<file path="src/rtl/pll_cfg_pkg.sv">
`timescale 1ns / 1ps
package pll_cfg_pkg;
    localparam int P_BITS      = 8;
    localparam int Q_BITS      = 6;
    localparam int FB_BITS     = P_BITS + 2;
    localparam int REF_BITS    = Q_BITS + 1;
    localparam int BYTE_BITS   = 8;
    localparam int DUMMY_BYTES = 2;
    localparam int CFG_BYTES   = 3;
    localparam int BYP_BIT     = 7;
    localparam int EN_BIT      = 6;
    localparam int MULT_SEL0   = 16;
    localparam int MULT_SEL1   = 8;
    localparam logic [6:0] DEV_ADDR = 7'b1100101;

    typedef enum logic [2:0] {
        ST_IDLE,
        ST_ADDR,
        ST_ADDR_ACK,
        ST_WR_BYTE,
        ST_WR_ACK,
        ST_RD_BYTE,
        ST_RD_ACK,
        ST_IGNORE
    } slv_state_e;

    typedef struct packed {
        logic start;
        logic stop;
        logic rise;
        logic fall;
    } bus_ev_t;
endpackage

</file>
<file path="src/rtl/twi_line_sync.sv">
`timescale 1ns / 1ps
module twi_line_sync
    import pll_cfg_pkg::*;
#(
    parameter int STAGES = 2
) (
    input  logic    clk,
    input  logic    rst_n,
    input  logic    scl_raw,
    input  logic    sda_raw,
    output logic    scl_lvl,
    output logic    sda_lvl,
    output bus_ev_t ev
);
    logic [STAGES-1:0] scl_pipe;
    logic [STAGES-1:0] sda_pipe;
    logic              scl_prev;
    logic              sda_prev;

    // idle bus is high on both lines, so reset to 1 to avoid a false START
    always_ff @(posedge clk or negedge rst_n) begin
        if (!rst_n) begin
            scl_pipe <= '1;
            sda_pipe <= '1;
            scl_prev <= 1'b1;
            sda_prev <= 1'b1;
        end else begin
            scl_pipe <= {scl_pipe[STAGES-2:0], scl_raw};
            sda_pipe <= {sda_pipe[STAGES-2:0], sda_raw};
            scl_prev <= scl_pipe[STAGES-1];
            sda_prev <= sda_pipe[STAGES-1];
        end
    end

    assign scl_lvl  = scl_pipe[STAGES-1];
    assign sda_lvl  = sda_pipe[STAGES-1];
    assign ev.rise  = scl_lvl & ~scl_prev;
    assign ev.fall  = ~scl_lvl & scl_prev;
    assign ev.start = scl_lvl & scl_prev & sda_prev & ~sda_lvl;
    assign ev.stop  = scl_lvl & scl_prev & ~sda_prev & sda_lvl;
endmodule

</file>
<file path="src/rtl/pll_ratio_resolve.sv">
`timescale 1ns / 1ps
module pll_ratio_resolve
    import pll_cfg_pkg::*;
(
    input  logic                pq_en,
    input  logic                q_byp,
    input  logic                sel_pin,
    input  logic [P_BITS-1:0]   p_val,
    input  logic [Q_BITS-1:0]   q_val,
    output logic [FB_BITS-1:0]  fb_div,
    output logic [REF_BITS-1:0] ref_div
);
    always_comb begin
        if (pq_en) begin
            fb_div  = (FB_BITS'(p_val) + FB_BITS'(3)) << 1;
            ref_div = q_byp ? REF_BITS'(1) : (REF_BITS'(q_val) + REF_BITS'(2));
        end else begin
            fb_div  = sel_pin ? FB_BITS'(MULT_SEL1) : FB_BITS'(MULT_SEL0);
            ref_div = REF_BITS'(1);
        end
    end
endmodule

</file>
<file path="src/rtl/pll_cfg_slave.sv">
`timescale 1ns / 1ps
module pll_cfg_slave
    import pll_cfg_pkg::*;
(
    input  logic                clk,
    input  logic                rst_n,
    input  logic                scl_i,
    input  logic                sda_i,
    input  logic                mult_sel_i,
    output logic                sda_pull_o,
    output logic                q_bypass_o,
    output logic                pq_enable_o,
    output logic [Q_BITS-1:0]   q_value_o,
    output logic [P_BITS-1:0]   p_value_o,
    output logic [BYTE_BITS-1:0] spare_o,
    output logic [FB_BITS-1:0]  fb_div_o,
    output logic [REF_BITS-1:0] ref_div_o
);
    localparam int WR_LAST = DUMMY_BYTES + CFG_BYTES;
    localparam int WR_W    = $clog2(WR_LAST + 1);
    localparam int RD_W    = $clog2(CFG_BYTES);
    localparam int CNT_W   = $clog2(BYTE_BITS + 1);

    logic                              scl_lvl;
    logic                              sda_lvl;
    bus_ev_t                           ev;
    slv_state_e                        st_q;
    slv_state_e                        st_nxt;
    logic [CNT_W-1:0]                  bit_cnt;
    logic [BYTE_BITS-1:0]              rx_sh;
    logic [BYTE_BITS-2:0]              tx_sh;
    logic                              rw_q;
    logic                              nack_q;
    logic [WR_W-1:0]                   wr_idx;
    logic [RD_W-1:0]                   rd_idx;
    logic [RD_W-1:0]                   rd_idx_nxt;
    logic [CFG_BYTES-1:0][BYTE_BITS-1:0] cfg_q;
    logic [BYTE_BITS-1:0]              rd_word;
    logic [BYTE_BITS-1:0]              rd_word_nxt;
    logic                              byte_done;
    logic                              addr_hit;

    twi_line_sync #(.STAGES(2)) sync_i (
        .clk     (clk),
        .rst_n   (rst_n),
        .scl_raw (scl_i),
        .sda_raw (sda_i),
        .scl_lvl (scl_lvl),
        .sda_lvl (sda_lvl),
        .ev      (ev)
    );

    assign byte_done   = (bit_cnt == CNT_W'(BYTE_BITS));
    assign addr_hit    = (rx_sh[BYTE_BITS-1:1] == DEV_ADDR);
    assign rd_idx_nxt  = (rd_idx == RD_W'(CFG_BYTES - 1)) ? '0 : rd_idx + RD_W'(1);
    assign rd_word     = cfg_q[rd_idx];
    assign rd_word_nxt = cfg_q[rd_idx_nxt];

    // next-state logic
    always_comb begin
        st_nxt = st_q;
        if (ev.stop) begin
            st_nxt = ST_IDLE;
        end else if (ev.start) begin
            st_nxt = ST_ADDR;
        end else begin
            unique case (st_q)
                ST_ADDR:     if (ev.fall && byte_done) st_nxt = addr_hit ? ST_ADDR_ACK : ST_IGNORE;
                ST_ADDR_ACK: if (ev.fall) st_nxt = rw_q ? ST_RD_BYTE : ST_WR_BYTE;
                ST_WR_BYTE:  if (ev.fall && byte_done) st_nxt = ST_WR_ACK;
                ST_WR_ACK:   if (ev.fall) st_nxt = ST_WR_BYTE;
                ST_RD_BYTE:  if (ev.fall && bit_cnt == CNT_W'(BYTE_BITS - 1)) st_nxt = ST_RD_ACK;
                ST_RD_ACK:   if (ev.fall) st_nxt = nack_q ? ST_IGNORE : ST_RD_BYTE;
                default:     st_nxt = st_q;
            endcase
        end
    end

    // state register
    always_ff @(posedge clk or negedge rst_n) begin
        if (!rst_n) st_q <= ST_IDLE;
        else        st_q <= st_nxt;
    end

    // outputs and datapath
    always_ff @(posedge clk or negedge rst_n) begin
        if (!rst_n) begin
            sda_pull_o <= 1'b0;
            bit_cnt    <= '0;
            rx_sh      <= '0;
            tx_sh      <= '0;
            rw_q       <= 1'b0;
            nack_q     <= 1'b0;
            wr_idx     <= '0;
            rd_idx     <= '0;
            cfg_q      <= '0;
        end else if (ev.stop) begin
            sda_pull_o <= 1'b0;
        end else if (ev.start) begin
            sda_pull_o <= 1'b0;
            bit_cnt    <= '0;
            wr_idx     <= '0;
            rd_idx     <= '0;
        end else begin
            unique case (st_q)
                ST_ADDR, ST_WR_BYTE: begin
                    if (ev.rise) begin
                        rx_sh   <= {rx_sh[BYTE_BITS-2:0], sda_lvl};
                        bit_cnt <= bit_cnt + CNT_W'(1);
                    end else if (ev.fall && byte_done) begin
                        bit_cnt <= '0;
                        if (st_q == ST_ADDR) begin
                            rw_q       <= rx_sh[0];
                            sda_pull_o <= addr_hit;
                        end else begin
                            sda_pull_o <= 1'b1;
                            if (wr_idx != WR_W'(WR_LAST)) wr_idx <= wr_idx + WR_W'(1);
                            for (int k = 0; k < CFG_BYTES; k++) begin
                                if (wr_idx == WR_W'(k + DUMMY_BYTES)) cfg_q[k] <= rx_sh;
                            end
                        end
                    end
                end
                ST_ADDR_ACK: begin
                    if (ev.fall) begin
                        if (rw_q) begin
                            tx_sh      <= rd_word[BYTE_BITS-2:0];
                            sda_pull_o <= ~rd_word[BYTE_BITS-1];
                        end else begin
                            sda_pull_o <= 1'b0;
                        end
                    end
                end
                ST_WR_ACK: begin
                    if (ev.fall) sda_pull_o <= 1'b0;
                end
                ST_RD_BYTE: begin
                    if (ev.fall) begin
                        if (bit_cnt == CNT_W'(BYTE_BITS - 1)) begin
                            sda_pull_o <= 1'b0;
                            bit_cnt    <= '0;
                        end else begin
                            sda_pull_o <= ~tx_sh[BYTE_BITS-2];
                            tx_sh      <= {tx_sh[BYTE_BITS-3:0], 1'b0};
                            bit_cnt    <= bit_cnt + CNT_W'(1);
                        end
                    end
                end
                ST_RD_ACK: begin
                    if (ev.rise) begin
                        nack_q <= sda_lvl;
                    end else if (ev.fall && !nack_q) begin
                        rd_idx     <= rd_idx_nxt;
                        tx_sh      <= rd_word_nxt[BYTE_BITS-2:0];
                        sda_pull_o <= ~rd_word_nxt[BYTE_BITS-1];
                    end
                end
                default: ;
            endcase
        end
    end

    assign q_bypass_o  = cfg_q[0][BYP_BIT];
    assign pq_enable_o = cfg_q[0][EN_BIT];
    assign q_value_o   = cfg_q[0][Q_BITS-1:0];
    assign p_value_o   = cfg_q[1][P_BITS-1:0];
    assign spare_o     = cfg_q[2];

    pll_ratio_resolve ratio_i (
        .pq_en   (pq_enable_o),
        .q_byp   (q_bypass_o),
        .sel_pin (mult_sel_i),
        .p_val   (p_value_o),
        .q_val   (q_value_o),
        .fb_div  (fb_div_o),
        .ref_div (ref_div_o)
    );
endmodule

</file>
<file path="config.mk">
export PLATFORM = sky130hd
export DESIGN_NAME = pll_cfg_slave
export DESIGN_NICKNAME = d
export VERILOG_FILES = /design/src/rtl/pll_cfg_pkg.sv /design/src/rtl/twi_line_sync.sv /design/src/rtl/pll_ratio_resolve.sv /design/src/rtl/pll_cfg_slave.sv
export SDC_FILE = /design/constraint.sdc
export NUM_CORES = 1
export LEC_CHECK = 0
export BUFFER_PORTS_ARGS = -buffer_cell sky130_fd_sc_hd__buf_2
export CORE_MARGIN = 2
export CORE_UTILIZATION = 58
export DETAILED_ROUTE_END_ITERATION = 10
export GPL_TIMING_DRIVEN = 0
export MAX_ROUTING_LAYER = met4
export PLACE_DENSITY = 0.8
export SLEW_MARGIN = 25
export SYNTH_ARGS = -nofsm -noshare
export SYNTH_HDL_FRONTEND = slang
export SYNTH_SLANG_ARGS = --single-unit
</file>
<file path="constraint.sdc">
create_clock -name clk -period 2.5 [get_ports clk]
set_clock_uncertainty 0.2 [all_clocks]
set_input_delay 0.25 -clock clk [delete_from_list [all_inputs] [get_ports clk]]
set_output_delay 0.25 -clock clk [all_outputs]
set_load 0.05 [all_outputs]
</file>
Yosys cells after proc, flatten, opt, wreduce, memory -nomap -nowiden
Cells that the tools add are included.
{"block": "word_totals", "register_bits": 60, "input_bits": 5, "out_inout_bits": 42, "word_cells": 159}
{"block": "op_classes", "n_addsub": 5, "magnitude_cmp": 2, "n_eq_ne": 35, "muxes": 57, "bitwise": 18, "n_reduce_logical": 26}
{"op": "$mux 7", "count": 8}
{"op": "$mux 3", "count": 16}
{"op": "$ne 4x4->1 const B", "count": 12}
{"op": "$bmux 8 s2", "count": 2}
{"op": "$reduce_and 7->1", "count": 4}
{"op": "$pmux 7 s3", "count": 1}
{"op": "$mux 4", "count": 5}
{"op": "$pmux 3 s6", "count": 1}
{"op": "$mux 8", "count": 2}
{"op": "$reduce_and 4->1", "count": 4}
{"op": "$ne 2x2->1 const B", "count": 7}
{"op": "$eq 3x2->1 const B", "count": 4}
{"op": "$eq 3x3->1 const B", "count": 4}
{"op": "$mux 1", "count": 12}
{"op": "$mux 2", "count": 6}
{"op": "$reduce_and 6->1", "count": 2}
{"op": "$not 1->1", "count": 11}
{"op": "$mux 10", "count": 1}
{"op": "$reduce_bool 2->1", "count": 5}
{"op": "$add 8x2->9 const B", "count": 1}
{"op": "$reduce_and 9->1", "count": 1}
{"op": "$pmux 4 s2", "count": 1}
{"op": "$reduce_and 8->1", "count": 1}
{"op": "$reduce_bool 8->1", "count": 1}
{"op": "20 further kinds", "count": 31}

Depth between registers and ports, before layout
Gate-level depths: netlist of the first run.
{"block": "logic_depth", "depth_word": 10, "mapped_depth": 7, "ltp_nobuf": 5}

Cells and area by module
Synthesis of the first run repeated with hierarchy kept, for this count alone.
{"block": "hier_totals", "hier_cells": 345, "area_unflattened_um2": 3636.0}
{"module": "pll_cfg_slave", "instances": 1, "cells_per_inst": 289, "area_per_inst_um2": 3143.0, "seq_area_each_um2": 1351.3}
{"module": "pll_ratio_resolve", "instances": 1, "cells_per_inst": 46, "area_per_inst_um2": 302.8, "seq_area_each_um2": 0.0}
{"module": "twi_line_sync", "instances": 1, "cells_per_inst": 10, "area_per_inst_um2": 190.2, "seq_area_each_um2": 157.7}

Worst setup path before layout of the first run
OpenSTA, ideal clock, no wires.
{"block": "synth_path", "kind": "flip-flop to output port", "from": "register cfg_q, in the netlist p_value_o[0]", "to": "output port fb_div_o[7]", "t_arrival_ps": 2735, "required_time_ps": 2050, "path_slack_ps": -685, "path_stages_with_launch": 6, "path_buffers": 0, "path_cell_list": "dfrtp_1 > inv_1 > ha_1 > nand3b_1 > or3_1 > a21boi_0"}
{"block": "synth_between", "elab_chain_len": 2}
{"item": "start: declaration", "line_no": "pll_cfg_slave.sv:37", "text": "logic [CFG_BYTES-1:0][BYTE_BITS-1:0] cfg_q;"}
{"item": "start signal: indexed assignment", "line_no": "pll_cfg_slave.sv:119", "text": "if (wr_idx == WR_W'(k + DUMMY_BYTES)) cfg_q[k] <= rx_sh;"}
{"item": "$add 8x2->9", "line_no": "pll_ratio_resolve.sv:15", "text": "fb_div = (FB_BITS'(p_val) + FB_BITS'(3)) << 1;"}
{"item": "$mux 10", "line_no": "pll_ratio_resolve.sv:14", "text": "if (pq_en) begin"}
{"item": "end: declaration", "line_no": "pll_cfg_slave.sv:16", "text": "output logic [FB_BITS-1:0] fb_div_o,"}
No other way between the ends.

Worst setup path in the final report of the first run
{"block": "layout_path", "from": "register cfg_q, in the netlist p_value_o[1]", "to": "output port fb_div_o[7]"}
Same word-level chain as after synthesis.

==> summary.md, run 1 <==
| Metric | Value |
|---|---|
| Status | finished clean |
| CTS max path bufs | 2 |
| Total Die Area | 6900 um2 |
| Yosys warns | 0 |
| Simple-Gate Fraction of Synth Area | 15.7% |
| Pwr Total | 2.32 mW |
| RSZ-0062 raised after global routing | false |
| Most frequent cells in the layout | buf_2, dfrtp_1, mux2_2, nand2_1, mux2i_1 |
| Drt drc | 0 |
| Site row count | 28 |
| Max_cap viols | 0 |
| Area Growth Syn to Fin | 16.8% |
| Slew headroom | 49.7% |
| Detailed router's first-iteration violation count | 295 |
| Synthesized area per cell | 10.5 um2 |
| Post-DP Area | 3960 um2 |
| Fin crit share | 96.9% |
| CTS clk-pin slew, worst paths | 0.06 ns |
| Number of synthesized flops with an enable pin | 0 |
| Mapped Cells | 346 |
| Top_reg_cell synth | dfrtp_1 |
| Slew @ Worst Pin | 0.755 ns |
| Cell area after synthesis | 3630 um2 |
| Worst hold path type | reg -> reg |
| Ant diodes | 0 |
| Critical-path top delay cell | dfrtp_2 |
| Crit path cell chain | inv_1 -> ha_1 -> nand3b_1 -> or3_1 -> a21boi_2 -> buf_4 |
| Setup Crit Path Kind | reg -> out |
| Vias/cell | 6.04 |
| Starting Density | 60.5% |
| Flops & latches, synth | 60 |
| Io pins | 47 |
| TritonCTS clock tree | yes |
| GRT overflow | 0 |
| Die H | 83.1 um |
| Hold Path Stages | 0 |
| Layout cell share with drive strength beyond 1 | 32.6% |
| Worst path max stage delay | 0.41 ns |
| I/O Buffers | 45 |
| Post-synthesis adder-cell area fraction | 3.11% |
| Die X | 83.1 um |
| Largest net degree at the start of global routing | 61 |
| Final ANT Viol Nets | 0 |
| Syn nets | 360 |
| Final instance area | 4240 um2 |
| Routed WL | 8870 um |
| Clock Latency Late Sink | 0.35 ns |
| PwrDens | 547 nW/um2 |
| Critical Path RT | 2.05 ns |
| CP Capture Type | output port |
| Max-slew violations | 0 |
| Fin crit period | 2.42 ns |
| Avg WL per Cell | 18.1 um |
| Fin. Hold Viols | 0 |
| Initial antenna violation count | 0 |
| First-pass GRT wire length | 15,000 um |
| Vias in the first global route | 2,974 |
| VDD IR max | 0.555 mV |
| Post-synthesis xor/xnor area fraction | 2.42% |
| Clock Sinks | 60 |
| Hold Slack | 0.157 ns |
| Nets@finish | 423 |
| Vias post-DR | 2,952 |
| Synth async-reset ratio | 100% |
| Hpwl dp | 6270 um |
| Routability Congestion | 0.937 |
| Arrival @ worst endpoint | 1.97 ns |
| TritonCTS Buffers | 9 |
| Mux contribution to synthesized area | 19.2% |
| Synth Area in Compound Gates | 13.6% |
| H-tree levels | 3 |
| R2R cell count | 4 |
| Final setup viols | 0 |
| Placeable Area | 5990 um2 |
| Seq/Total Area, Yosys | 41.6% |
| Yosys cell types | 56 |
| CP Max Fanout | 5 |
| Largest family of logic cells by synthesized area | multiplexers |
| Clk root buf | clkbuf_8 |
| Worst Setup Start Kind | flop |
| Achievable Freq | 413 MHz |
| Gr usage total | 28.0% |
| Pleak | 1.95 nW |
| Setup TNS | 0 ns |
| DRT Pass-1 Iters | 4 |
-- critical path: cells and delay by family, from the launching register on --
kind            cells  cell delay (ns)
buf+inv             2             0.26
fa+ha+maj           1             0.20
flops               1             0.41
compound gates      1             0.14
simple gates        2             0.61
-- state kept, by name (all words and copies together), names as in the netlist, 3 cells and up --
register	cells
wr_idx	3
st_q	3
tx_sh	7
bit_cnt	4
spare_o	8
q_value_o	6
p_value_o	8
rx_sh	8
-- stage by stage --
step	instances	utilization [%]	setup slack [ns]
after floorplan	346	-	-0.0637
after global placement	466	66.1	0.223
after detailed placement	466	66.1	0.179
after CTS	486	70.3	0.00716
after global routing	489	70.7	0.00134
final	489	70.7	0.0785
-- final timing paths --
kind	start	end	slack (ns)
max reg2reg	sync_i.scl_prev	q_value_o[1]	0.19
max	p_value_o[1]	fb_div_o[7]	0.08
max in group asynchronous	rst_n	p_value_o[1]	1.24
min	sync_i.sda_pipe[0]	sync_i.sda_pipe[1]	0.16
min in group asynchronous	rst_n	bit_cnt[2]	0.31
min reg2reg	sync_i.sda_pipe[0]	sync_i.sda_pipe[1]	0.16
-- final cells by class --
cell class | count | area [um2]
multi-input cells | 249 | 1980
inverters | 17 | 63.8
plain buffers | 20 | 90.1
well taps | 75 | 93.8
flip-flops and latches | 60 | 1510
repair buffers | 52 | 290
clock buffers | 12 | 135
fillers | 424 | 1760
clock inverters | 4 | 73.8
-- where the power goes --
part           internal (mW)  total (mW)  leakage [nW]  switching [mW]
Sequential              1.05        1.16         0.793           0.114
Clock                  0.563       0.959         0.105           0.396
Combinational         0.0934       0.199          1.05           0.106
-- synth_stat cells, types with 3 or more instances --
library cell	n	area, um2
o22ai_1	7	43.8
a21oi_1	8	40.0
o2111ai_1	4	35.0
nor3_1	4	20.0
ha_1	9	113
nand3b_1	6	45.0
nand2b_1	7	43.8
nor2b_1	8	50.1
o2bb2ai_1	4	35.0
a2bb2oi_1	3	26.3
and2_1	4	25.0
o211ai_1	11	82.6
buf_2	9	45.0
and3_1	3	18.8
nor2_1	18	67.6
o21a_1	4	30.0
mux2i_1	19	190
nand3_1	12	60.1
o21ai_0	6	30.0
clkbuf_1	8	30.0
dfrtp_1	54	1350
o221ai_1	5	43.8
inv_1	17	63.8
nand2_1	20	75.1
xnor2_1	6	52.6
xor2_1	4	35.0
mux2_2	45	507
dfstp_2	6	158
or3_1	3	18.8
-- what timing repair did --
action	4_1_cts	5_1_grt
endpoints found under the setup margin	1	1
hold buffers	3	0
hold endpoints to repair	56	0
gates resized for setup	3	0
buffers inserted	1	3
-- cell families after synthesis --
kind of cell | after synthesis
AOI/OAI and AO/OA | 66
xor gates and xnor gates | 10
adders and majority gates | 9
buffers and inverters | 37
DFF | 60
muxes | 64
other | 1
and+or+nand+nor | 99
-- per-layer routing --
metal / GRT usage (%) / up-vias / share of wire, %
met1: 38.2 / 1439 / 46
li1: - / 1388 / -
met4: 12.5 / 0 / 3.4
met5: - / - / 0
met3: 4.57 / 26 / 5.1
met2: 41.2 / 99 / 45
No activity file was read; power rests on OpenSTA's default activity.
==> inputs of run 2 (changes only) <==
--- a/config.mk
+++ b/config.mk
@@ -5,14 +5,16 @@
 export SDC_FILE = /design/constraint.sdc
 export NUM_CORES = 1
 export LEC_CHECK = 0
+export ABC_CLOCK_PERIOD_IN_PS = 3050
 export BUFFER_PORTS_ARGS = -buffer_cell sky130_fd_sc_hd__buf_2
 export CORE_MARGIN = 2
-export CORE_UTILIZATION = 58
+export CORE_UTILIZATION = 63
 export DETAILED_ROUTE_END_ITERATION = 10
 export GPL_TIMING_DRIVEN = 0
 export MAX_ROUTING_LAYER = met4
-export PLACE_DENSITY = 0.8
+export PLACE_DENSITY = 0.86
 export SLEW_MARGIN = 25
 export SYNTH_ARGS = -nofsm -noshare
 export SYNTH_HDL_FRONTEND = slang
+export SYNTH_HIERARCHICAL = 1
 export SYNTH_SLANG_ARGS = --single-unit
==> constraint.sdc (replaced) <==
create_clock -name clk -period 3.05 [get_ports clk]
set_clock_uncertainty 0.2 [all_clocks]
set_input_delay 0.305 -clock clk [delete_from_list [all_inputs] [get_ports clk]]
set_output_delay 0.305 -clock clk [all_outputs]
set_load 0.05 [all_outputs]
==> summary.md, run 2 <==
| Metric | Value |
|---|---|
| Status | finished clean |
| R2R cell count | 8 |
| Synth area leaders | dfrtp_1, mux2_2, dfstp_2 |
| Fin crit period | 2.71 ns |
| Detailed router's first-iteration violation count | 266 |
| Area taken by multi-input logic gates | 1960 um2 |
| Vias/cell | 6.14 |
| PwrDens | 483 nW/um2 |
| Achievable Freq | 369 MHz |
| Top-area cell type share of the netlist area | 37.2% |
| GRT overflow | 0 |
| Pwr Total | 2.02 mW |
| Area leader, netlist | dfrtp_1 |
| Die H | 80.0 um |
| Seq/Total Area, Yosys | 41.5% |
| Area Growth Syn to Fin | 15.1% |
| Setup TNS | 0 ns |
| Clk root buf | clkbuf_8 |
| VDD IR max | 0.525 mV |
| Largest family of logic cells by synthesized area | multiplexers |
| Flip-flop and latch area | 1510 um2 |
| Syn nets | 359 |
| CP Capture Type | flop |
| Routability Congestion | 0.900 |
| Max-slew violations | 0 |
| Flops & latches, synth | 60 |
| Final setup viols | 0 |
| Cell area after synthesis | 3640 um2 |
| Postcts setup bufs | 0 |
| Fin. Hold Viols | 0 |
| Fin crit share | 88.8% |
| Synthesized area per cell | 10.5 um2 |
| Critical Path RT | 3.08 ns |
| Vias post-DR | 2,953 |
| Final instance area | 4190 um2 |
| Most frequent cells in the layout | dfrtp_1, buf_2, mux2_2, o21ai_0, nand2_1 |
| Pleak | 1.98 nW |
| Largest net degree at the start of global routing | 61 |
| Worst Setup Slack post-DPL | 0.406 ns |
| Slew @ Worst Pin | 0.757 ns |
| Min setup slack post-route | 0.340 ns |
| Hold Slack | 0.157 ns |
| Synth Area in Compound Gates | 15.5% |
| Mux contribution to synthesized area | 17.6% |
| Ant diodes | 0 |
| TritonCTS clock tree | yes |
| Site row count | 27 |
| Number of synthesized flops with an enable pin | 0 |
| Most frequent cells after synthesis | dfrtp_1, mux2_2, o21ai_0 |
| CTS clk-pin slew, worst paths | 0.08 ns |
| Gr usage total | 30.7% |
| TritonCTS Buffers | 9 |
| Worst hold path type | reg -> reg |
| PostCTS Resize Cnt | 0 |
| Clock Sinks | 60 |
| I/O Buffers | 45 |
| Commonest non-fill, non-tap cell in the layout | dfrtp_1 |
| Worst Setup Start Kind | flop |
| Layout cell share with drive strength beyond 1 | 32.5% |
| Cts hold-fix bufs | 3 |
| Routed WL | 9020 um |
| Setup Crit Path Kind | reg -> reg |
| Filler cells | 414 |
| Inst Count DP | 462 |
| Final ANT Viol Nets | 0 |
| Nets@finish | 418 |
| CP Max Fanout | 9 |
| Simple-Gate Fraction of Synth Area | 15.9% |
| Starting Density | 65.6% |
| First-pass GRT wire length | 14,600 um |
| Hold Path Stages | 0 |
| Yosys cell types | 66 |
| Synth async-reset ratio | 100% |
| Top_reg_cell synth | dfrtp_1 |
| Layout Utilization | 75.5% |
| Max_cap viols | 0 |
| Total Die Area | 6400 um2 |
| Post-synthesis xor/xnor area fraction | 1.69% |
| Avg WL per Cell | 18.7 um |
| DRT Pass-1 Iters | 4 |
| Drt drc | 0 |
| Arrival @ worst endpoint | 2.74 ns |
| Yosys warns | 6 |
| CTS max path bufs | 2 |
| Io pins | 47 |
| Finished Layout Cells | 481 |
| Slew headroom | 49.6% |
| Post-DP Area | 3950 um2 |
| RSZ-0062 raised after global routing | false |
| Hpwl dp | 6110 um |
| H-tree levels | 3 |
| Vias in the first global route | 2,973 |
| Die X | 80.0 um |
| Initial antenna violation count | 0 |
| Clock Latency Late Sink | 0.35 ns |
| Placeable Area | 5540 um2 |
| Post-synthesis adder-cell area fraction | 3.10% |
| Count leader, synth | dfrtp_1 |
| Mapped Cells | 345 |
## run 2: cell count changes in the layout (fill, tap and decap cells not counted), moves of 6 or more
| cell | change |
|---|---|
| a22o_1 | +7 |
| o211ai_1 | -10 |
| o21ai_0 | +23 |
| nor2b_1 | +7 |
| a211oi_1 | +6 |
| o22ai_1 | -7 |
| a21oi_1 | -6 |
| mux2_2 | -13 |
| clkbuf_1 | -7 |
| mux2_4 | +7 |
## run 2: layout make-up
| cell class | count | share of cell area, % |
|---|---|---|
| inverters | 14 | 1.26 |
| clock inverters | 7 | 1.85 |
| clock buffers | 9 | 2.96 |
| flip-flops and latches | 60 | 36.1 |
| multi-input cells | 252 | 46.8 |
| repair buffers | 48 | 6.16 |
| well taps | 72 | 2.15 |
| plain buffers | 19 | 2.72 |
## run 2: kinds of logic after synthesis
logic type      count (synthesis)
flops                          60
xor+xnor                        7
compound gates                 79
buf+inv                        33
other cells                     1
fa+ha+maj                       9
mux                            56
simple gates                  100
## run 2: worst paths after layout
path,from,to,slack (ns)
hold / removal,sync_i/scl_pipe[0],sync_i/scl_pipe[1],0.16
min in group asynchronous,rst_n,bit_cnt[2],0.36
max in group asynchronous,rst_n,spare_o[4],1.78
setup / recovery,sync_i/sda_pipe[1],spare_o[3],0.34
hold reg to reg,sync_i/scl_pipe[0],sync_i/scl_pipe[1],0.16
setup reg to reg,sync_i/sda_pipe[1],spare_o[3],0.34
## run 2: worst max-delay path, cell delays in order (launching register included)
cell and delay, ns:
dfstp_2 0.57, and4b_1 0.19, buf_2 0.18, or2_0 0.24, clkbuf_2 0.21, nor3_4 0.25, and3_1 0.21, buf_4 0.19
mux2_2 0.35
## run 2: where the power goes
group	internal, mW	leakage, nW	switching, mW
registers	0.863	0.802	0.103
clock network	0.381	0.0994	0.349
logic	0.127	1.07	0.197
total	1.37	1.98	0.649
## run 2: layer usage
layer  part of all wire [%]  track usage (%)  wire length, um
met3                    5.3             6.11              476
met2                     48             47.8             4340
met4                    1.8             11.0              163
met1                     45             40.2             4030
met5                      0                -                0
